$ cat config.mk
export PLATFORM = sky130hd
export DESIGN_NAME = exec_status_regs
export DESIGN_NICKNAME = d
export VERILOG_FILES = /design/src/rtl/exec_status_regs.sv
export SDC_FILE = /design/constraint.sdc
export NUM_CORES = 1
export LEC_CHECK = 0
export BUFFER_PORTS_ARGS = -buffer_cell sky130_fd_sc_hd__buf_2
export CAP_MARGIN = 20
export CORE_ASPECT_RATIO = 1.4
export CORE_MARGIN = 3
export CORE_UTILIZATION = 45
export DETAILED_ROUTE_END_ITERATION = 16
export GPL_TIMING_DRIVEN = 0
export PLACE_DENSITY = 0.78
export SETUP_SLACK_MARGIN = 0.02
export SLEW_MARGIN = 20
export SYNTH_ARGS = -nofsm -noshare
export SYNTH_HDL_FRONTEND = slang
export SYNTH_SLANG_ARGS = --single-unit
$ cat constraint.sdc
create_clock -name clk_i -period 1.8 [get_ports clk_i]
set_clock_uncertainty 0.05 [all_clocks]
set_input_delay 0.09 -clock clk_i [delete_from_list [all_inputs] [get_ports clk_i]]
set_output_delay 0.09 -clock clk_i [all_outputs]
set_load 0.03 [all_outputs]
$ cat src/rtl/exec_status_regs.sv
module exec_status_regs #(
  parameter int ADDR_W   = 4,
  parameter int CNT_W    = 32,
  parameter int LO_W     = 6,
  parameter int HI_W     = 8,
  parameter int HI_POS   = 16,
  parameter int ERR_ADDR = 0,
  parameter int CNT_ADDR = 1
) (
  input  logic              clk_i,
  input  logic              rst_ni,
  input  logic              eng_busy_i,
  input  logic              eng_done_i,
  input  logic              eng_locked_i,
  input  logic              eng_state_reset_i,
  input  logic              eng_insn_exec_i,
  input  logic              eng_stall_i,
  input  logic [13:0]       eng_err_i,
  input  logic [ADDR_W-1:0] bus_addr_i,
  input  logic              bus_we_i,
  input  logic              bus_re_i,
  input  logic [31:0]       bus_wdata_i,
  output logic [31:0]       bus_rdata_o,
  output logic              bus_err_o
);
  localparam int ERR_W = LO_W + HI_W;
  localparam logic [CNT_W-1:0] CNT_MAX = {CNT_W{1'b1}};

  logic [ERR_W-1:0] err_q;
  logic [CNT_W-1:0] cnt_q;
  logic hit_err, hit_cnt, err_clr, cnt_clr, cnt_step;
  logic [31:0] err_view;
  logic unused_wdata;

  assign unused_wdata = ^bus_wdata_i;

  assign hit_err  = (bus_addr_i == ADDR_W'(ERR_ADDR));
  assign hit_cnt  = (bus_addr_i == ADDR_W'(CNT_ADDR));
  assign err_clr  = bus_we_i & hit_err & ~eng_busy_i;
  assign cnt_clr  = eng_state_reset_i | eng_locked_i | (bus_we_i & hit_cnt & ~eng_busy_i);
  assign cnt_step = eng_insn_exec_i & ~eng_stall_i & (cnt_q != CNT_MAX);

  always_ff @(posedge clk_i or negedge rst_ni) begin
    if (!rst_ni)          err_q <= '0;
    else if (err_clr)     err_q <= '0;
    else if (eng_done_i)  err_q <= eng_err_i[ERR_W-1:0];
  end

  always_ff @(posedge clk_i or negedge rst_ni) begin
    if (!rst_ni)        cnt_q <= '0;
    else if (cnt_clr)   cnt_q <= '0;
    else if (cnt_step)  cnt_q <= cnt_q + CNT_W'(1);
  end

  always_comb begin
    err_view = '0;
    err_view[LO_W-1:0] = err_q[LO_W-1:0];
    err_view[HI_POS +: HI_W] = err_q[ERR_W-1:LO_W];
  end

  always_comb begin
    bus_rdata_o = '0;
    if (bus_re_i) begin
      if (hit_err)      bus_rdata_o = err_view;
      else if (hit_cnt) bus_rdata_o = 32'(cnt_q);
    end
  end

  assign bus_err_o = (bus_re_i | bus_we_i) & ~hit_err & ~hit_cnt;

  assert_err_hold_R1: assert property (@(posedge clk_i) disable iff (!rst_ni)
    (!eng_done_i && !(bus_we_i && hit_err)) |=> $stable(err_q));

  assert_err_clear_R2: assert property (@(posedge clk_i) disable iff (!rst_ni)
    (bus_we_i && hit_err && !eng_busy_i) |=> (err_q == '0));

  assert_busy_write_R3: assert property (@(posedge clk_i) disable iff (!rst_ni)
    (bus_we_i && hit_err && eng_busy_i && !eng_done_i) |=> $stable(err_q));

  assert_cnt_step_R5: assert property (@(posedge clk_i) disable iff (!rst_ni)
    1'b1 |=> (cnt_q == $past(cnt_q) || cnt_q == $past(cnt_q) + CNT_W'(1) || cnt_q == '0));

  assert_cnt_sat_R6: assert property (@(posedge clk_i) disable iff (!rst_ni)
    (cnt_q == CNT_MAX) |=> (cnt_q == CNT_MAX || cnt_q == '0));

  assert_locked_zero_R7: assert property (@(posedge clk_i) disable iff (!rst_ni)
    eng_locked_i |=> (cnt_q == '0));
endmodule

Yosys cells after proc, flatten, opt, wreduce, memory -nomap -nowiden
Cells that the tools add are included.
{"block": "op_classes", "n_addsub": 1, "mul": 0, "n_div": 0, "n_lt_le_gt_ge": 0, "n_eq_ne": 2, "shift": 0, "n_mux": 7, "bitwise": 15, "n_reduce_logical": 3}
{"cell": "32-bit two-way mux", "n": 5}
{"cell": "32-bit by 1-bit adder with 32-bit output, second input constant", "n": 1}
{"cell": "32-bit != test, second input constant", "n": 1}
{"cell": "14-bit two-way mux", "n": 2}
{"cell": "1-bit AND", "n": 8}
{"cell": "4-bit by 1-bit equality test with 1-bit output, second input constant", "n": 1}
{"cell": "4-bit logical NOT", "n": 1}
{"cell": "1-bit NOT", "n": 4}
{"cell": "2-bit nonzero test", "n": 2}
{"cell": "1-bit bitwise OR", "n": 3}
{"block": "totals", "reg_bits": 46, "latchBits": 0, "ramBits": 0, "rom_bits": 0, "input_bits": 60, "out_inout_bits": 33, "wordCells": 30, "memories": 0}

Longest topological paths before layout
Gate-level depths: netlist (run 1).
{"block": "logic_depth", "depth_word": 5, "ltp_mapped": 9, "ltp_nobuf": 6}

Least setup slack after synthesis (run 1)
Ideal clock, no wire load.
{"block": "synth_path", "kind": "register to register", "startpoint": "register cnt_q[0]", "endpoint": "register cnt_q[1]", "setup_time_ps": 78, "arrival_ps": 1902, "required_time_ps": 1672, "path_slack_ps": -230, "stages_incl_launch_ff": 10, "n_path_buf": 3, "synth_period_minus_slack_ps": 2030, "path_cell_list": "dfrtp_1 > ha_1 > nand3_1 > nor4_4 > and3_1 > buf_2 > buf_4 > buf_4 > o21ai_0 > a21oi_1"}
{"block": "synth_between", "elab_chain_len": 3, "elab_cells_between_ends": 6, "classes_between": "1 x add/sub; 1 x eq/ne; 2 x mux; 1 x bitwise; 1 x reduce/logical"}
{"item": "start, declared", "line_no": "30", "source": "logic [CNT_W-1:0] cnt_q;"}
{"item": "start signal, assigned", "line_no": "52", "source": "else if (cnt_step) cnt_q <= cnt_q + CNT_W'(1);"}
{"item": "32-bit by 1-bit adder with 32-bit output / 32-bit != test (equally long branches)", "line_no": "52, 41"}
{"item": "32-bit two-way mux / 1-bit AND (equally long branches)", "line_no": "52, 41"}
{"item": "32-bit two-way mux / 2-bit nonzero test (equally long branches)"}
Parallel ways exist; a longest one is shown, timed or not. The select of a mux whose other input is x is not followed.
A chain may end at the register's enable or synchronous reset.

Worst setup path after layout (run 1)
{"block": "layout_path", "startpoint": "register cnt_q[6]", "endpoint": "register cnt_q[23]"}
Same word-level chain as after synthesis.

==> results of run 1 <==
[worst register-to-register path, cell delays in order (launching register included)]
cell	delay [ns]
dfrtp_1	0.38
nand4_1	0.27
nand4bb_4	0.32
buf_4	0.20
a211oi_4	0.37
a21oi_1	0.14
a31o_2	0.23
[worst min-delay path by stage]
stage,from,endpoint,slack [ns],cells after the start
after detailed placement,rst_ni,cnt_q[24],0.27,1
after floorplan,rst_ni,cnt_q[0],-0.26,0
final,eng_err_i[11],err_q[11],-0.005,3
after CTS,eng_err_i[11],err_q[11],0.001,3
after global routing,eng_err_i[10],err_q[10],0.004,3
after global placement,rst_ni,cnt_q[26],0.27,1
[flip-flops by register name (all words and copies together) (netlist names)]
signal  cells
cnt_q      32
err_q      14
[cells in the mapped netlist (all sizes together)]
cell,number
nand4bb,1
a311o,1
nand3,7
a311oi,1
nand4,12
or4,10
or2,1
ha,1
nor2b,2
inv,6
a211oi,4
mux2i,31
xnor2,11
and2,19
nand2,21
o21ai,5
or3,5
a31o,2
nand2b,3
nor3,2
a31oi,2
dfrtp,46
a41o,2
nor4b,1
nand3b,1
and4,2
nor4,4
buf,6
nor2,50
clkbuf,15
a2111oi,4
o211ai,1
a21oi,16
and3,4
o31ai,7
[final cells by class]
type                       count  area (sq um)
buffer                        16           119
clock buffer                   6          82.6
fill                         412          1660
inverter                       6          22.5
multi-input combinational    233          1890
sequential                    46          1160
tap                           70          87.6
timing repair buffer         131           926
[repair_timing]
item	4_1_cts	5_1_grt
endpoints found under the hold margin	56	0
gates resized for setup	52	45
gates cloned	2	0
hold buffers	11	0
pin swaps	33	17
setup buffers	47	15
endpoints found under the setup margin	42	42
[kinds of logic after synthesis]
logic type                 count (synthesis)  share of synthesized area, %
DFF                                       46                          41.3
muxes                                     31                          11.1
buffers and inverters                     27                          4.27
adders and majority gates                  1                         0.449
and+or+nand+nor                          145                          27.6
xor gates and xnor gates                  11                          3.46
AOI/OAI and AO/OA                         45                          11.7
[power breakdown]
| group | internal [mW] | switching [mW] |
|---|---|---|
| clock network | 0.297 | 0.358 |
| logic | 0.0930 | 0.128 |
| registers | 1.07 | 0.0208 |
[layer usage]
| metal | GRT usage, % | vias to the layer above | routed length [um] |
|---|---|---|---|
| met1 | 29.4 | 1430 | 3480 |
| met3 | 4.18 | 56 | 634 |
| met5 | 0 | - | 0 |
| met4 | 10.9 | 0 | 461 |
| li1 | - | 1368 | - |
| met2 | 46.1 | 169 | 5070 |
==> impl_metrics.toml, run 1 <==
[setup_path]
worstSetupPathType = "reg2reg"
slowest_delay_ns = 0.38
start_kind = "register"
worstPathCellList = "nand4_1 -> nand4bb_4 -> buf_4 -> a211oi_4 -> a21oi_1 -> a31o_2"
crit_path_end = "cnt_q[23]"
r2r-start = "cnt_q[6]"
worst_ep_required_time_ns = 1.95
rrSetupSlack_ns = -0.27
setup.worst_path.start = "cnt_q[6]"
cp_data_arrival_time_ns = 2.23
endpoint_kind = "register"
critPathMaxFanout = 5
cp_num_buf_inv = 1
rr_worst_depth = 6
crit_slowest_cell = "dfrtp_1"
worst-path-stages = 6
rr_endpoint = "cnt_q[23]"
cp_top_family = "compound AO/OA/AOI/OAI gates"

[floorplan]
num_rows = 33
die_area_sq_um = 7180
ios = 93
die_h_um = 99.1
initial_core_util_pct = 46.8
core-area_sq_um = 5950
die_w_um = 72.5

[finish]
mostFrequentLayoutCell = "buf_2"
utilization_pct = 72.1
layout_common_cells = "buf_2 (57), buf_4 (52), nor2_1 (48)"
area_growth_pct = 53.8
finalNonFillerCells = 508
antenna_cells = 0
drive_gt1_share_pct = 45.2
fin_nets = 500
fin_area_sq_um = 4280

[flow_run]
cap_violations = 0

[timing]
final-max-slew-violation-count = 0
worst_slack_ns = -0.275
hold_viol = 1
setup_tns_ns = -4.99
post-route-min-period_ns = 2.07
finalSetupViolCount = 33
post-route-period-util_pct = 115
maxSlewHeadroom_pct = 52.2
holdWs_ns = -0.00548
worst_pin_slew_ns = 0.715
rsz0062_at_grt = "true"
max_clock_freq_ghz = 0.482

[power]
max-vdd-ir-drop_v = 0.000337
cellLeakagePower_nw = 1.98
total_power_mw = 1.96
cellPowerDensity_nw_per_um2 = 458

[run_status]
status = "complete, but fails checks"
violations = "hold timing, setup timing"

[route]
wire_per_inst_um = 19.0
firstDrtPassIters = 6
routed_via_density = 5.95
dr_total_vias = 3023
dr.first_iter.drc_count = 265
route.detailed.drc = 0
postRouteAntennaNets = 0
totalWireLength_um = 9650

[placement]
dp.cells = 434
portBuffers = 58
pre_cts_ws_ns = -0.766
place.gp.congestion = 0.855
place_area_sq_um = 3230
hpwlAfterDp_um = 5050

[grt]
grt_max_degree = 47
first_global_vias = 3119
grt_overflow = 0
grt_first_pass_wirelength_um = 14600
antenna_found_initial = 0
track_usage_pct = 25.6

[clock_network]
cts_sinks = 46
numCtsBuffers = 5
cts_root_buffer = "clkbuf_8"
clkTransAtPathRegs_ns = 0.09
cts_max_level = 2
cts_tree = "done"
clk_path_buf_depth = 2
clock_latency_ns = 0.31

[logic_synthesis]
synth_cell_types = 43
yosysTopAreaCell = "dfrtp_1"
syn_avg_cell_area_sq_um = 9.10
syn_area_sq_um = 2790
ys_warn_count = 0
seq_area_frac_synth_pct = 41.3
yosys_register_bits = 46
syn_nets = 367
synthTopCellsByArea = "dfrtp_1 (41%), mux2i_1 (11%), nor2_1 (6.7%)"
synthCells = 306
synth_top_area_share_pct = 41.3

[hold_path]
hold_class = "in2reg"
No activity file was read; power rests on OpenSTA's default activity.
==> inputs of run 2 (changes only) <==
--- a/config.mk
+++ b/config.mk
@@ -7,12 +7,14 @@
 export LEC_CHECK = 0
 export BUFFER_PORTS_ARGS = -buffer_cell sky130_fd_sc_hd__buf_2
 export CAP_MARGIN = 20
+export CELL_PAD_IN_SITES_DETAIL_PLACEMENT = 1
+export CELL_PAD_IN_SITES_GLOBAL_PLACEMENT = 1
 export CORE_ASPECT_RATIO = 1.4
 export CORE_MARGIN = 3
-export CORE_UTILIZATION = 45
+export CORE_UTILIZATION = 34
 export DETAILED_ROUTE_END_ITERATION = 16
 export GPL_TIMING_DRIVEN = 0
-export PLACE_DENSITY = 0.78
+export PLACE_DENSITY = 0.8
 export SETUP_SLACK_MARGIN = 0.02
 export SLEW_MARGIN = 20
 export SYNTH_ARGS = -nofsm -noshare
==> constraint.sdc (replaced) <==
create_clock -name clk_i -period 1.8 [get_ports clk_i]
set_clock_uncertainty 0.05 [all_clocks]
set_input_delay 0.36 -clock clk_i [delete_from_list [all_inputs] [get_ports clk_i]]
set_output_delay 0.36 -clock clk_i [all_outputs]
set_load 0.03 [all_outputs]
==> run 2 against run 1 <==
The run ends with setup timing left; register-to-register slack got worse by 0.02 ns; non-clock buffer count is 4 higher; clock power is 21% higher; fmax shrank 1.1%; sequential power hardly changed; die area rose by 30%; combinational power up 7%; routed wire length is 22% higher; cell area rose by 9.2%; total power rose by 8.1%; critical path type unchanged.
==> impl_metrics.toml, run 2 (same netlist as run 1, synthesis figures left out) <==
[timing]
rsz0062_at_grt = "true"
finalSetupViolCount = 33
worst_slack_ns = -0.299
post-route-period-util_pct = 117
post-route-min-period_ns = 2.10
max_clock_freq_ghz = 0.477
worst_pin_slew_ns = 0.720
hold_viol = 0
setup_tns_ns = -6.39
maxSlewHeadroom_pct = 52.0
final-max-slew-violation-count = 0

[grt]
track_usage_pct = 23.8
grt_first_pass_wirelength_um = 16900
grt_overflow = 0
grt_max_degree = 47
first_global_vias = 3232
antenna_found_initial = 0

[setup_path]
crit_path_end = "cnt_q[23]"
cp_top_family = "simple AND/OR/NAND/NOR gates"
setup.worst_path.start = "cnt_q[15]"
rr_worst_depth = 7
cp_num_buf_inv = 2
worst_ep_required_time_ns = 1.94
worst-path-stages = 7
r2r-start = "cnt_q[15]"
slowest_delay_ns = 0.50
critPathMaxFanout = 6
start_kind = "register"
worstSetupPathType = "reg2reg"
rr_endpoint = "cnt_q[23]"
cp_data_arrival_time_ns = 2.24
endpoint_kind = "register"
rrSetupSlack_ns = -0.30
worstPathCellList = "nand4_1 -> or4_4 -> buf_12 -> a211oi_4 -> buf_6 -> a21oi_2 -> a31o_2"
crit_slowest_cell = "or4_4"

[placement]
portBuffers = 58
place_area_sq_um = 3340
place.gp.congestion = 0.825
hpwlAfterDp_um = 6000
dp.cells = 464
pre_cts_ws_ns = -0.816

[clock_network]
cts_tree = "done"
clk_path_buf_depth = 2
numCtsBuffers = 5
cts_root_buffer = "clkbuf_8"
cts_max_level = 2
cts_sinks = 46
clock_latency_ns = 0.31
clkTransAtPathRegs_ns = 0.10

[power]
clkPwrFrac_pct = 37.5
p_int_mw = 1.57
max-vdd-ir-drop_v = 0.000396
seqPwrFrac_pct = 51.4
cellLeakagePower_nw = 2.07
cellPowerDensity_nw_per_um2 = 453
sw_frac_of_total_pct = 25.9
p_comb_share_pct = 11.1
p_switching_uw = 549
total_power_mw = 2.12

[finish]
largest_reg_flops = 32
drive_gt1_share_pct = 56.8
top_register = "cnt_q"
num-fill-cells = 878
largestRegisters = "cnt_q: 32 flops, err_q: 14 flops"
antenna_cells = 0
mostFrequentLayoutCell = "buf_4"
fin_area_sq_um = 4680
area_growth_pct = 68.0
fin_nets = 504
finalNonFillerCells = 544
layout_common_cells = "buf_4 (60), nor2_1 (39), buf_6 (36), buf_2 (36), dfrtp_1 (36)"

[flow_run]
cap_violations = 0

[floorplan]
initial_core_util_pct = 35.5
die_w_um = 82.5
ios = 93
die_h_um = 113
num_rows = 38
die_area_sq_um = 9330
core-area_sq_um = 7850

[route]
routed_via_density = 5.57
firstDrtPassIters = 4
wire_per_inst_um = 21.6
dr.first_iter.drc_count = 135
dr_total_vias = 3031
postRouteAntennaNets = 0
route.detailed.drc = 0
totalWireLength_um = 11700

[run_status]
status = "complete, but fails checks"
violations = "setup timing"

[hold_path]
hold_class = "in2async"
## run 2: changes by cell type in the layout (fill, tap and decap cells not counted), moves of 8 or more
cell / delta
and2_4: +18
and2_1: -18
buf_6: +25
nor2_1: -9
buf_4: +8
buf_2: -21
dlygate4sd3_1: -11
## run 2: final cells by class
cell class,instances,area (sq um),area share (%)
multi-input combinational,233,1990,42.5
inverter,6,22.5,0.481
sequential,46,1160,24.9
tap,100,125,2.67
timing repair buffer,133,1080,23.1
clock buffer,5,68.8,1.47
buffer,18,189,4.04
clock inverter,3,40.0,0.856
## run 2: power groups by stage
stage	combinational (mW)	clock, mW	sequential [mW]
floorplan	0.124	0	1.10
global placement	0.198	0	1.11
detailed placement	0.207	0	1.11
CTS	0.230	0.799	1.09
global route	0.262	0.850	1.10
finish	0.236	0.795	1.09
## run 2: worst register-to-register path, delay by kind of cell, from the launching register on
| family | cells | cell delay (ns) |
|---|---|---|
| AND/OR/NAND/NOR | 2 | 0.67 |
| AO/OA/AOI/OAI | 3 | 0.49 |
| flip-flops | 1 | 0.46 |
| buffers and inverters | 2 | 0.33 |
## run 2: how the worst min path moves through the flow
stage,from,to,slack (ns),cells past startpoint
2_1_floorplan,rst_ni,cnt_q[0],0.01,0
3_3_place_gp,err_q[4],err_q[4],0.45,2
3_5_place_dp,err_q[10],err_q[10],0.46,2
4_1_cts,rst_ni,cnt_q[30],0.23,1
5_1_grt,rst_ni,cnt_q[30],0.04,1
6_report,rst_ni,cnt_q[31],0.01,1
## run 2: per-layer routing
layer | share of wire [%] | global-route usage [%]
met1 | 37 | 28.0
met4 | 4.8 | 5.89
met3 | 3.8 | 2.39
met2 | 55 | 44.5
met5 | 0 | 0
## run 2: stage by stage
step / hold slack (ns) / util, %
final: 0.0115 / 59.6
after global routing: 0.0434 / 59.6
after CTS: 0.232 / 54.7
after detailed placement: 0.458 / 42.6
after global placement: 0.454 / 42.6
after floorplan: 0.0144 / -
## run 2: timing repair
item	CTS	global route
endpoints found under the setup margin	60	60
pin swaps	33	46
hold buffers	0	0
resized for setup	115	59
setup buffers	46	26
cloned	5	1
